[src/rtl/conv_alarm_pkg.sv]
package conv_alarm_pkg;
  localparam int ALM_W      = 4;
  localparam int HARD_W     = 3;
  localparam int BIT_CONV   = 0;
  localparam int BIT_DATA   = 1;
  localparam int BIT_PTR    = 2;
  localparam int BIT_WARN   = 3;
  localparam bit ADDR_ALARM = 1'b0;
  localparam bit ADDR_MASK  = 1'b1;
  typedef logic [ALM_W-1:0]  alarm_vec_t;
  typedef logic [HARD_W-1:0] mask_vec_t;
endpackage

[src/rtl/clk_watch.sv]
module clk_watch #(
  parameter int GONE_LIM = 16
) (
  input  logic clk,
  input  logic rst_n,
  input  logic mon,
  output logic gone
);
  localparam int CW = $clog2(GONE_LIM + 1);
  localparam logic [CW-1:0] LIM = CW'(GONE_LIM);

  logic          s1_q, s2_q, s3_q;
  logic [CW-1:0] cnt_q, cnt_d;
  logic          edge_seen;

  always_comb begin
    edge_seen = s2_q ^ s3_q;
    if (edge_seen)
      cnt_d = '0;
    else if (cnt_q == LIM)
      cnt_d = cnt_q;
    else
      cnt_d = cnt_q + 1'b1;
  end

  always_ff @(posedge clk or negedge rst_n) begin
    if (!rst_n) begin
      s1_q  <= 1'b0;
      s2_q  <= 1'b0;
      s3_q  <= 1'b0;
      cnt_q <= '0;
    end else begin
      s1_q  <= mon;
      s2_q  <= s1_q;
      s3_q  <= s2_q;
      cnt_q <= cnt_d;
    end
  end

  assign gone = (cnt_q == LIM);
endmodule

[src/rtl/alarm_regs.sv]
module alarm_regs
  import conv_alarm_pkg::*;
(
  input  logic       clk,
  input  logic       rst_n,
  input  alarm_vec_t cond,
  input  logic       reg_we,
  input  logic       reg_addr,
  input  alarm_vec_t reg_wdata,
  output alarm_vec_t alarm_q,
  output mask_vec_t  mask_q,
  output logic       blank
);
  alarm_vec_t alarm_d;
  mask_vec_t  mask_d;
  logic       wr_alarm, wr_mask;

  always_comb begin
    wr_alarm = reg_we && (reg_addr == ADDR_ALARM);
    wr_mask  = reg_we && (reg_addr == ADDR_MASK);
    alarm_d  = wr_alarm ? (alarm_q & reg_wdata) : alarm_q;
    alarm_d  = alarm_d | cond;
    mask_d   = wr_mask ? reg_wdata[HARD_W-1:0] : mask_q;
  end

  always_ff @(posedge clk or negedge rst_n) begin
    if (!rst_n) begin
      alarm_q <= '0;
      mask_q  <= '0;
    end else begin
      alarm_q <= alarm_d;
      if (wr_mask)
        mask_q <= mask_d;
    end
  end

  assign blank = |(alarm_q[HARD_W-1:0] & mask_q);
endmodule

[src/rtl/blank_stage.sv]
module blank_stage #(
  parameter int SW = 14
) (
  input  logic          clk,
  input  logic          rst_n,
  input  logic          blank,
  input  logic [SW-1:0] samp_in,
  output logic [SW-1:0] samp_out
);
  localparam logic [SW-1:0] MID = {1'b1, {(SW-1){1'b0}}};

  logic [SW-1:0] samp_d;

  always_comb begin
    samp_d = blank ? MID : samp_in;
  end

  always_ff @(posedge clk or negedge rst_n) begin
    if (!rst_n)
      samp_out <= MID;
    else
      samp_out <= samp_d;
  end
endmodule

[src/rtl/conv_alarm_guard.sv]
module conv_alarm_guard
  import conv_alarm_pkg::*;
#(
  parameter int SW       = 14,
  parameter int GONE_LIM = 16
) (
  input  logic          clk,
  input  logic          rst_n,
  input  logic          conv_clk_mon,
  input  logic          data_clk_mon,
  input  logic          fifo_ptr_err,
  input  logic          fifo_ptr_near,
  input  logic          reg_we,
  input  logic          reg_addr,
  input  logic [3:0]    reg_wdata,
  input  logic [SW-1:0] samp_in,
  output logic [3:0]    alarm_status,
  output logic [SW-1:0] samp_out
);
  localparam int NMON = 2;

  logic [NMON-1:0] mon_vec;
  logic [NMON-1:0] gone_vec;
  alarm_vec_t      cond;
  mask_vec_t       mask_q;
  logic            blank;

  assign mon_vec = {data_clk_mon, conv_clk_mon};

  for (genvar g = 0; g < NMON; g++) begin : g_watch
    clk_watch #(.GONE_LIM(GONE_LIM)) u_watch (
      .clk  (clk),
      .rst_n(rst_n),
      .mon  (mon_vec[g]),
      .gone (gone_vec[g])
    );
  end

  always_comb begin
    cond           = '0;
    cond[BIT_CONV] = gone_vec[0];
    cond[BIT_DATA] = gone_vec[1];
    cond[BIT_PTR]  = fifo_ptr_err;
    cond[BIT_WARN] = fifo_ptr_near;
  end

  alarm_regs u_regs (
    .clk      (clk),
    .rst_n    (rst_n),
    .cond     (cond),
    .reg_we   (reg_we),
    .reg_addr (reg_addr),
    .reg_wdata(reg_wdata),
    .alarm_q  (alarm_status),
    .mask_q   (mask_q),
    .blank    (blank)
  );

  blank_stage #(.SW(SW)) u_blank (
    .clk     (clk),
    .rst_n   (rst_n),
    .blank   (blank),
    .samp_in (samp_in),
    .samp_out(samp_out)
  );
endmodule

[config.mk]
export PLATFORM = sky130hd
export DESIGN_NAME = conv_alarm_guard
export DESIGN_NICKNAME = d
export VERILOG_FILES = /design/src/rtl/conv_alarm_pkg.sv /design/src/rtl/clk_watch.sv /design/src/rtl/alarm_regs.sv /design/src/rtl/blank_stage.sv /design/src/rtl/conv_alarm_guard.sv
export SDC_FILE = /design/constraint.sdc
export NUM_CORES = 1
export LEC_CHECK = 0
export CAP_MARGIN = 0
export CORE_ASPECT_RATIO = 1.4
export CORE_MARGIN = 8
export CORE_UTILIZATION = 37
export CTS_BUF_LIST = sky130_fd_sc_hd__clkbuf_16
export DETAILED_ROUTE_END_ITERATION = 10
export GPL_TIMING_DRIVEN = 0
export MAX_ROUTING_LAYER = met4
export PLACE_DENSITY = 0.64
export SLEW_MARGIN = 25
export SYNTH_ARGS = -nofsm -noshare
export SYNTH_HDL_FRONTEND = slang
export SYNTH_HIERARCHICAL = 1
export SYNTH_SLANG_ARGS = --single-unit
[constraint.sdc]
create_clock -name clk -period 1.4 [get_ports clk]
set_input_delay 0.42 -clock clk [delete_from_list [all_inputs] [get_ports clk]]
set_output_delay 0.42 -clock clk [all_outputs]
set_load 0.02 [all_outputs]
Word level (Yosys, flattened, before mapping)
Cells that the tools add are included.
{"block": "totals", "reg_bits": 37, "in_bits": 26, "output_inout_bits": 18, "elab_cells": 32}
{"block": "classes", "n_addsub": 2, "n_eq_ne": 4, "muxes": 6, "n_bitwise": 6, "n_reduce_logical": 3}
{"operator": "5-bit 2-to-1 mux", "count": 4}
{"operator": "14-bit 2-to-1 mux", "count": 1}
{"operator": "5-bit by 1-bit adder with 5-bit output, second input constant", "count": 2}
{"operator": "5-bit == test, second input constant", "count": 2}
{"operator": "4-bit bitwise AND", "count": 1}
{"operator": "4-bit 2-to-1 mux", "count": 1}
{"operator": "2-bit inequality test, second input constant", "count": 2}
{"operator": "4-bit OR", "count": 1}
{"operator": "3-bit bitwise AND", "count": 1}
{"operator": "3-bit OR reduction", "count": 1}
{"operator": "1-bit logical AND", "count": 2}
{"operator": "1-bit XOR", "count": 2}
{"operator": "1-bit inverter", "count": 1}

Longest topological paths before layout
Gate-level depths: netlist of run 1.
{"block": "logic_depth", "ltp_word": 4, "ltp_mapped": 6, "depth_no_buf": 5}

Cells and area by module
Netlist of run 1, hierarchy kept.
{"mod": "clk_watch", "n_inst": 2, "cells_each": 27, "area_per_inst_um2": 331.6}
{"mod": "blank_stage", "n_inst": 1, "cells_each": 29, "area_per_inst_um2": 451.7}
{"mod": "alarm_regs", "n_inst": 1, "cells_each": 26, "area_per_inst_um2": 299.0}

Least setup slack after synthesis of run 1
No wires, ideal clock.
{"block": "synth_path", "path_kind": "register to register", "from": "register g_watch[0].u_watch.cnt_q[0]", "to": "register g_watch[0].u_watch.cnt_q[1]", "setup_time_ps": 132, "arrival_ps": 1210, "path_slack_ps": 58, "path_stages_with_launch": 7, "synth_period_minus_slack_ps": 1342, "path_cell_list": "dfrtp_1 -> inv_1 -> ha_1 -> nor4bb_1 -> buf_2 -> mux2i_1 -> nor2_1"}
{"block": "synth_via", "word_cells_on_any_way": 5, "cone_classes": "add/sub (1); eq/ne (2); mux (2)"}
{"element": "start: declaration", "line": "clk_watch.sv:13", "text": "logic [CW-1:0] cnt_q, cnt_d;"}
{"element": "start signal: assignment", "line": "clk_watch.sv:36", "text": "cnt_q <= cnt_d;"}
{"element": "5-bit == test"}
{"element": "net cond[0]", "line": "conv_alarm_guard.sv:24", "text": "alarm_vec_t cond;"}
{"element": "2-bit inequality test (no source line)"}
The timed path passes the listed nets, and every way through them passes these cells. The select of a mux whose other input is x is not followed.
A chain may end at the register's enable or synchronous reset.

Worst setup path in the final report of run 1
{"block": "layout_path", "from": "register u_regs.mask_q[0]", "to": "register u_blank.samp_out[13]"}
{"block": "layout_via", "elab_chain_cells": 3}
{"element": "start: declaration", "line": "alarm_regs.sv:11", "text": "output mask_vec_t mask_q,"}
{"element": "start signal: assignment", "line": "alarm_regs.sv:33", "text": "mask_q <= mask_d;"}
{"element": "3-bit bitwise AND", "line": "alarm_regs.sv:37", "text": "assign blank = |(alarm_q[HARD_W-1:0] & mask_q);"}
{"element": "3-bit OR reduction", "line": "alarm_regs.sv:37"}
{"element": "net blank", "line": "conv_alarm_guard.sv:26", "text": "logic blank;"}
{"element": "14-bit 2-to-1 mux", "line": "blank_stage.sv:15", "text": "samp_d = blank ? MID : samp_in;"}
{"element": "net u_blank.samp_d[13]", "line": "blank_stage.sv:12", "text": "logic [SW-1:0] samp_d;"}
{"element": "end signal: assignment", "line": "blank_stage.sv:22", "text": "samp_out <= samp_d;"}
{"element": "end: declaration", "line": "blank_stage.sv:8", "text": "output logic [SW-1:0] samp_out"}
The timed path passes the listed nets, and every way through them passes these cells.

==> results.json, run 1 <==
{
  "detailedRoute.firstIterationViolations": 41,
  "rsz0062_at_grt": "true",
  "cts.reportedPaths.clkPinSlew_ps": 50,
  "post-route-period-util_pct": 98.95,
  "clk_root_buffer_cell": "sky130_fd_sc_hd__clkbuf_16",
  "setup_skew_after_layout_ps": 2.271,
  "min_period_ps": 1385,
  "via_count_of_the_first_global_routing_pass": 1089,
  "cts.sink_count": 37,
  "run_status": "complete, no violations",
  "max_slew_violation_count": 0,
  "synth_largest_type_area_fraction_pct": 63.72,
  "global_route.usage.met3_pct": 6.023,
  "placement_rows": 26,
  "end_kind": "flop",
  "die_area_um2": 6083,
  "ir_worst_vdd_mv": 0.8959,
  "num-fill-cells": 318,
  "core_um2": 3643,
  "dieHeight_um": 89.14,
  "critPathLaunchType": "flop",
  "remaining_routing_drc_violations": 0,
  "drt_first_pass_iters": 4,
  "route.vias.total": 968,
  "global_route.overflow_total": 0,
  "fmax_mhz": 721.8,
  "final_common_cell": "sky130_fd_sc_hd__dfrtp_1",
  "cts-htree-levels": 2,
  "placed_cell_area_um2": 1919,
  "footprint_of_the_multi_input_gates_um2": 480.5,
  "clk_path_buf_depth": 2,
  "finalWirelength_mm": 2.924,
  "path_max_fanout": 10,
  "ios": 44,
  "floorplan.initialDensity_pct": 38.80,
  "yosysWarnings": 6,
  "maximum_number_of_pins_on_one_net_before_global_route_repair": 26,
  "power_density_nw_per_um2": 1293,
  "synth.lib_cells_used.distinct": 21,
  "synth.area.top_cells": "sky130_fd_sc_hd__dfrtp_1, sky130_fd_sc_hd__nor2b_1, sky130_fd_sc_hd__nor2_1, sky130_fd_sc_hd__xor2_1, sky130_fd_sc_hd__ha_1",
  "max_transition_margin_pct": 74.97,
  "worst_pin_slew_ps": 374.2,
  "insertion_delay_ps": 270,
  "layout.nets": 195,
  "final_cell_mix": "sky130_fd_sc_hd__dfrtp_1, sky130_fd_sc_hd__clkdlybuf4s50_1, sky130_fd_sc_hd__nor2_1, sky130_fd_sc_hd__nor2b_1, sky130_fd_sc_hd__clkdlybuf4s15_1",
  "met2_usage_pct": 17.98,
  "worstSetupPathType": "reg2reg",
  "count_of_port_buffers_added_during_placement": 43,
  "postSynthNetCount": 139,
  "vias_per_cell": 4.654,
  "postSynthCellCount": 109,
  "final_standard_cell_area_without_fillers_um2": 2120,
  "fin_worst_hold_slack_ps": 47.26,
  "grt_pass1_wl_mm": 4.802,
  "drv.max_cap_violation_count": 0,
  "post_synth_instance_area_um2": 1414,
  "groute.usage.overall_pct": 10.95,
  "global_route.peak_usage_layer": "met2",
  "place.gp.congestion": 0.7021,
  "cts_made_buffers": 5,
  "min_path_type": "in2async",
  "detailed_place_hpwl_mm": 2.316,
  "hold_viol_final": 0,
  "antenna_found_initial": 0,
  "layout-drive-gt1-share_pct": 18.67,
  "p_leak_nw": 0.9756,
  "netlist.top_cell.by_area": "sky130_fd_sc_hd__dfrtp_1",
  "layout.core_utilization_pct": 58.17,
  "die_w_um": 68.25,
  "r2r_cells": 4,
  "number_of_register_bits_inferred_by_synthesis": 37,
  "crit_arrival_ps": 1590,
  "tritoncts": "built",
  "synth_sequential_area_ratio_pct": 65.58,
  "drtAntennaViolNets": 0,
  "synth.avg_cell_area_um2": 12.97,
  "layout_overhead_on_the_synthesized_area_pct": 49.91,
  "setup_viol_count_final": 0,
  "regArea_um2": 927.1,
  "met1_usage_pct": 10.79,
  "drt-wirelength-per-cell_um": 14.06,
  "critical_path_data_required_time_ps": 1600,
  "antennaDiodeCount": 0
}
[cells by family (layout without fill, tap and decap cells)]
group / count (synthesis) / after routing / synth area share (%)
compound gates: 5 / 5 / 2.124
simple gates: 40 / 40 / 15.13
buf+inv: 8 / 65 / 2.832
fa+ha+maj: 4 / 4 / 3.540
xor+xnor: 10 / 10 / 6.194
flops: 37 / 37 / 65.58
mux: 5 / 5 / 4.602
[metal layers]
metal	share of wire, %	vias up
met3	10	4
met5	0	-
met2	50	42
met1	40	462
li1	-	460
met4	0.75	0
[final timing paths]
path / from / slack (ps) / endpoint
min: rst_n / 50 / u_regs/alarm_q[3]$_DFF_PN0_
min reg2reg: g_watch[1].u_watch/s1_q$_DFF_PN0_ / 350 / g_watch[1].u_watch/s2_q$_DFF_PN0_
max in group asynchronous: rst_n / 850 / u_blank/samp_out[13]$_DFF_PN1_
max: u_regs/mask_q[0]$_DFFE_PN0P_ / 10 / u_blank/samp_out[13]$_DFF_PN1_
min in group clk: g_watch[1].u_watch/s1_q$_DFF_PN0_ / 350 / g_watch[1].u_watch/s2_q$_DFF_PN0_
max reg2reg: u_regs/mask_q[0]$_DFFE_PN0P_ / 10 / u_blank/samp_out[13]$_DFF_PN1_
[cells in the mapped netlist]
library cell / instances
sky130_fd_sc_hd__mux2i_1: 2
sky130_fd_sc_hd__or2_1: 1
sky130_fd_sc_hd__xor2_1: 6
sky130_fd_sc_hd__nor2_1: 16
sky130_fd_sc_hd__xnor2_1: 4
sky130_fd_sc_hd__dfrtp_1: 36
sky130_fd_sc_hd__and2b_1: 1
sky130_fd_sc_hd__nor3_1: 2
sky130_fd_sc_hd__buf_2: 2
sky130_fd_sc_hd__and2b_2: 1
sky130_fd_sc_hd__ha_1: 4
sky130_fd_sc_hd__nand3_1: 4
sky130_fd_sc_hd__a222oi_1: 1
sky130_fd_sc_hd__buf_6: 1
sky130_fd_sc_hd__nand2_2: 1
sky130_fd_sc_hd__inv_1: 5
sky130_fd_sc_hd__nor2b_1: 12
sky130_fd_sc_hd__a21oi_1: 4
sky130_fd_sc_hd__mux2_4: 3
sky130_fd_sc_hd__dfstp_2: 1
sky130_fd_sc_hd__nor4bb_1: 2
[critical path, stage by stage (launching register included)]
cell and delay, ps:
sky130_fd_sc_hd__dfrtp_1 380, sky130_fd_sc_hd__a222oi_1 390, sky130_fd_sc_hd__inv_1 160, sky130_fd_sc_hd__buf_6 170
sky130_fd_sc_hd__or2_1 220
[per-stage QoR]
stage | TNS [ps] | worst slack (ps) | power (mW) | instances
2_1_floorplan | 0 | 58.35 | 1.476 | 109
6_report | 0 | 14.64 | 2.740 | 208
3_5_place_dp | -346.5 | -129.7 | 1.737 | 195
3_3_place_gp | -32380 | -880.3 | 1.712 | 194
4_1_cts | 0 | 0.1507 | 2.738 | 204
5_1_grt | -103.8 | -71.93 | 2.878 | 208
[power breakdown]
group / switching [mW] / total [mW] / internal [mW]
combinational: 0.235 / 0.493 / 0.258
clock: 0.372 / 1.01 / 0.641
sequential: 0.0567 / 1.23 / 1.18
[registers in the layout, summed over array words and instances, names as in the netlist]
signal	count
g_watch.u_watch/cnt_q	10
g_watch.u_watch/s1_q	2
g_watch.u_watch/s2_q	2
g_watch.u_watch/s3_q	2
u_blank/samp_out	14
u_regs/alarm_q	4
u_regs/mask_q	3
[final cells by class]
cell class | instances | area share, %
Buffer | 3 | 1.240
Clock buffer | 5 | 5.903
Clock inverter | 3 | 0.5903
Inverter | 5 | 0.8855
Multi-Input combinational cell | 64 | 22.67
Sequential cell | 37 | 43.74
Tap cell | 42 | 2.479
Timing Repair Buffer | 49 | 22.49
[repair_timing]
action | CTS | global route
setup buffers | 1 | 4
gates cloned | 0 | 0
hold endpoints to repair | 0 | 0
setup endpoints to repair | 21 | 14
gates resized for setup | 28 | 16
pin swaps | 2 | 2
hold buffers | 0 | 0
Power figures use the tool's default switching activity.
==> run 2: changes to the inputs <==
--- a/config.mk
+++ b/config.mk
@@ -11,6 +11,7 @@
 export CORE_UTILIZATION = 37
 export CTS_BUF_LIST = sky130_fd_sc_hd__clkbuf_16
 export DETAILED_ROUTE_END_ITERATION = 10
+export GPL_ROUTABILITY_DRIVEN = 0
 export GPL_TIMING_DRIVEN = 0
 export MAX_ROUTING_LAYER = met4
 export PLACE_DENSITY = 0.64
==> results of run 2 <==
Same layout as run 1: the final DEF is identical, and so are final timing and power.
==> run 3: changes to the inputs <==
--- a/config.mk
+++ b/config.mk
@@ -5,6 +5,7 @@
 export SDC_FILE = /design/constraint.sdc
 export NUM_CORES = 1
 export LEC_CHECK = 0
+export ABC_AREA = 1
 export CAP_MARGIN = 0
 export CORE_ASPECT_RATIO = 1.4
 export CORE_MARGIN = 8
@@ -14,8 +15,8 @@
 export GPL_ROUTABILITY_DRIVEN = 0
 export GPL_TIMING_DRIVEN = 0
 export MAX_ROUTING_LAYER = met4
-export PLACE_DENSITY = 0.64
-export SLEW_MARGIN = 25
+export PLACE_DENSITY = 0.63
+export SLEW_MARGIN = 10
 export SYNTH_ARGS = -nofsm -noshare
 export SYNTH_HDL_FRONTEND = slang
 export SYNTH_HIERARCHICAL = 1
==> run 3 against run 2 <==
Fmax is 0.59% higher. Clock-buffer cell count stayed put. Non-clock buffer count is 7 lower. Sequential cell count stayed put. Final area is 2.7% higher. Final cell count is 33% higher. Combinational power is 22% lower. Utilization is 5.5 points lower.
==> results.json, run 3 <==
{
  "run_status": "complete, no violations",
  "detailed_place_hpwl_mm": 2.363,
  "drt-wirelength-per-cell_um": 10.83,
  "ir_worst_vdd_mv": 0.9434,
  "drt_first_pass_iters": 4,
  "rsz0062_at_grt": "false",
  "post-route-period-util_pct": 98.37,
  "largest_family_of_logic_cells_by_synthesized_area": "simple AND/OR/NAND/NOR gates",
  "max_incr_delay_on_cp_ps": 360,
  "max_transition_margin_pct": 82.32,
  "floorplan.initialDensity_pct": 37.59,
  "layout-drive-gt1-share_pct": 9.524,
  "placement_rows": 28,
  "min_period_ps": 1377,
  "critical_path_data_required_time_ps": 980,
  "cts_made_buffers": 5,
  "route.vias.total": 1202,
  "fmax_mhz": 726.1,
  "synth_sequential_area_ratio_pct": 59.66,
  "p_leak_nw": 1.197,
  "portion_of_netlist_area_occupied_by_mux_cells_pct": 0,
  "crit_arrival_ps": 960,
  "max_flop_register": "u_blank/samp_out",
  "worstSetupPathType": "reg2out",
  "clk_path_buf_depth": 2,
  "cp_slowest_cell": "sky130_fd_sc_hd__dfrtp_1",
  "sum_of_internal_switching_and_leakage_power_mw": 2.619,
  "path_max_fanout": 1,
  "post-cts-setup-buffer-count": 0,
  "layout_overhead_on_the_synthesized_area_pct": 40.02,
  "ios": 44,
  "critPathLaunchType": "flop",
  "via_count_of_the_first_global_routing_pass": 1260,
  "synth.avg_cell_area_um2": 8.682,
  "synth-compound-area-share_pct": 1.208,
  "ys_dominant_reg_cell": "sky130_fd_sc_hd__dfrtp_1",
  "synthArstFlopShare_pct": 100.0,
  "synth.cells.most_frequent": "sky130_fd_sc_hd__inv_1, sky130_fd_sc_hd__nand2_1, sky130_fd_sc_hd__dfrtp_1",
  "post_synth_instance_area_um2": 1554,
  "postSynthNetCount": 209,
  "dieHeight_um": 92.68,
  "layout.nets": 260,
  "reg.largest.list": "u_blank/samp_out x14, g_watch.u_watch/cnt_q x10, u_regs/alarm_q x4",
  "power_density_nw_per_um2": 1203,
  "number_of_register_bits_inferred_by_synthesis": 37,
  "setup_skew_after_layout_ps": 2.078,
  "largest_register_ffs": 14,
  "min_path_type": "in2async",
  "final_common_cell": "sky130_fd_sc_hd__inv_1",
  "core_um2": 4134,
  "die_w_um": 70.77,
  "tritoncts": "built",
  "synth.area.top_cells": "sky130_fd_sc_hd__dfrtp_1, sky130_fd_sc_hd__inv_1, sky130_fd_sc_hd__nand2_1, sky130_fd_sc_hd__nor2_1, sky130_fd_sc_hd__nand3_1",
  "netlist.top_cell.by_area": "sky130_fd_sc_hd__dfrtp_1",
  "synth_largest_type_area_fraction_pct": 57.97,
  "crit_path_cell_trace": "dlygate4sd2_1",
  "yosys.area_share.adder_pct": 3.221,
  "detailedRoute.firstIterationViolations": 32,
  "drtAntennaViolNets": 0,
  "synth.lib_cells_used.distinct": 14,
  "drv.max_cap_violation_count": 0,
  "final_cell_mix": "sky130_fd_sc_hd__inv_1, sky130_fd_sc_hd__nand2_1, sky130_fd_sc_hd__dfrtp_1, sky130_fd_sc_hd__nor2_1, sky130_fd_sc_hd__clkdlybuf4s50_1",
  "end_kind": "output pin",
  "die_area_um2": 6559,
  "yosys.area_share.xor_xnor_pct": 0.5636,
  "hold_viol_final": 0,
  "totalNegativeSetupSlack_ps": 0,
  "maximum_number_of_pins_on_one_net_before_global_route_repair": 29,
  "antennaDiodeCount": 0,
  "synth_simple_gate_area_share_pct": 24.24,
  "clk_root_buffer_cell": "sky130_fd_sc_hd__clkbuf_16",
  "count_of_port_buffers_added_during_placement": 43,
  "critPathBufInv": 1,
  "fin_worst_hold_slack_ps": 10.48,
  "worst_pin_slew_ps": 264.5,
  "vias_per_cell": 4.355,
  "path_delay_family": "flip-flops",
  "insertion_delay_ps": 280,
  "grt_pass1_wl_mm": 5.299,
  "yosysWarnings": 6,
  "cts-htree-levels": 2,
  "remaining_routing_drc_violations": 0,
  "finalWirelength_mm": 2.988,
  "cts.sink_count": 37,
  "setup_viol_count_final": 0,
  "antenna_found_initial": 0,
  "cts.hold.buffers_added": 0,
  "groute.usage.overall_pct": 10.70,
  "max_slew_violation_count": 0,
  "synth_most_common_cell": "sky130_fd_sc_hd__inv_1",
  "dp_cells": 268,
  "layout.core_utilization_pct": 52.63,
  "postSynthCellCount": 179,
  "num-fill-cells": 405,
  "synth_edf_count": 0,
  "global_route.overflow_total": 0,
  "final_cell_count_without_fillers": 276,
  "cts.reportedPaths.clkPinSlew_ps": 50
}
run 3: cell count changes in the layout (fill, tap and decap cells not counted), moves of 5 or more:
| cell | change |
|---|---|
| sky130_fd_sc_hd__inv_1 | +42 |
| sky130_fd_sc_hd__nor2_1 | +12 |
| sky130_fd_sc_hd__nand2_1 | +40 |
| sky130_fd_sc_hd__clkdlybuf4s15_1 | -5 |
| sky130_fd_sc_hd__xor2_1 | -5 |
| sky130_fd_sc_hd__nand3_1 | +13 |
| sky130_fd_sc_hd__nor2b_1 | -12 |
| sky130_fd_sc_hd__buf_4 | -6 |
run 3: final timing paths:
check                                                        start                                       to  slack, ps  cells past startpoint
max reg2reg                g_watch[1].u_watch/cnt_q[0]$_DFFE_PN0P_  g_watch[1].u_watch/cnt_q[1]$_DFFE_PN0P_        250                      7
max                                  u_blank/samp_out[8]$_DFF_PN0_                              samp_out[8]         20                      1
min                                                          rst_n        g_watch[0].u_watch/s2_q$_DFF_PN0_         10                      1
min reg2reg                      g_watch[0].u_watch/s1_q$_DFF_PN0_        g_watch[0].u_watch/s2_q$_DFF_PN0_        350                      0
min in group clk                 g_watch[0].u_watch/s1_q$_DFF_PN0_        g_watch[0].u_watch/s2_q$_DFF_PN0_        350                      0
max in group asynchronous                                    rst_n  g_watch[1].u_watch/cnt_q[2]$_DFFE_PN0P_        970                      2
run 3: layer usage:
layer / routed length, um / share of wire (%) / track usage (%) / up-vias
met4: 81 / 2.7 / 6.794 / 0
met1: 1296 / 43 / 11.24 / 533
li1: - / - / - / 621
met2: 1353 / 45 / 15.90 / 42
met5: 0 / 0 / - / -
met3: 256 / 8.6 / 4.973 / 6
run 3: cell type report:
cell class / instances / area (um^2) / share of cell area [%]
Inverter: 43 / 161.4 / 7.418
Multi-Input combinational cell: 98 / 454.2 / 20.87
Sequential cell: 37 / 927.1 / 42.61
Clock inverter: 3 / 13.76 / 0.6325
Clock buffer: 5 / 125.1 / 5.750
Timing Repair Buffer: 44 / 426.7 / 19.61
Tap cell: 45 / 56.30 / 2.588
Buffer: 1 / 11.26 / 0.5175
run 3: what timing repair did:
item,CTS,global route
gates cloned,0,0
hold endpoints to repair,0,0
gates resized for setup,28,4
pin swaps,0,0
endpoints found under the setup margin,18,4
run 3: metrics by stage:
stage | cell area (um^2) | worst slack, ps
floorplan | 1554 | 365.5
global placement | 2041 | -940.7
detailed placement | 2056 | -103.6
CTS | 2177 | 1.083
global route | 2176 | 0.1729
finish | 2176 | 22.81
run 3: report_power, final:
part	switching [mW]	internal, mW	leakage (nW)
registers	0.0385	1.16	0.463
logic	0.211	0.174	0.660
clock network	0.394	0.645	0.0748
run 3: kinds of logic after synthesis:
family | Yosys count
simple gates | 90
buf+inv | 44
flops | 37
fa+ha+maj | 4
compound gates | 3
xor+xnor | 1
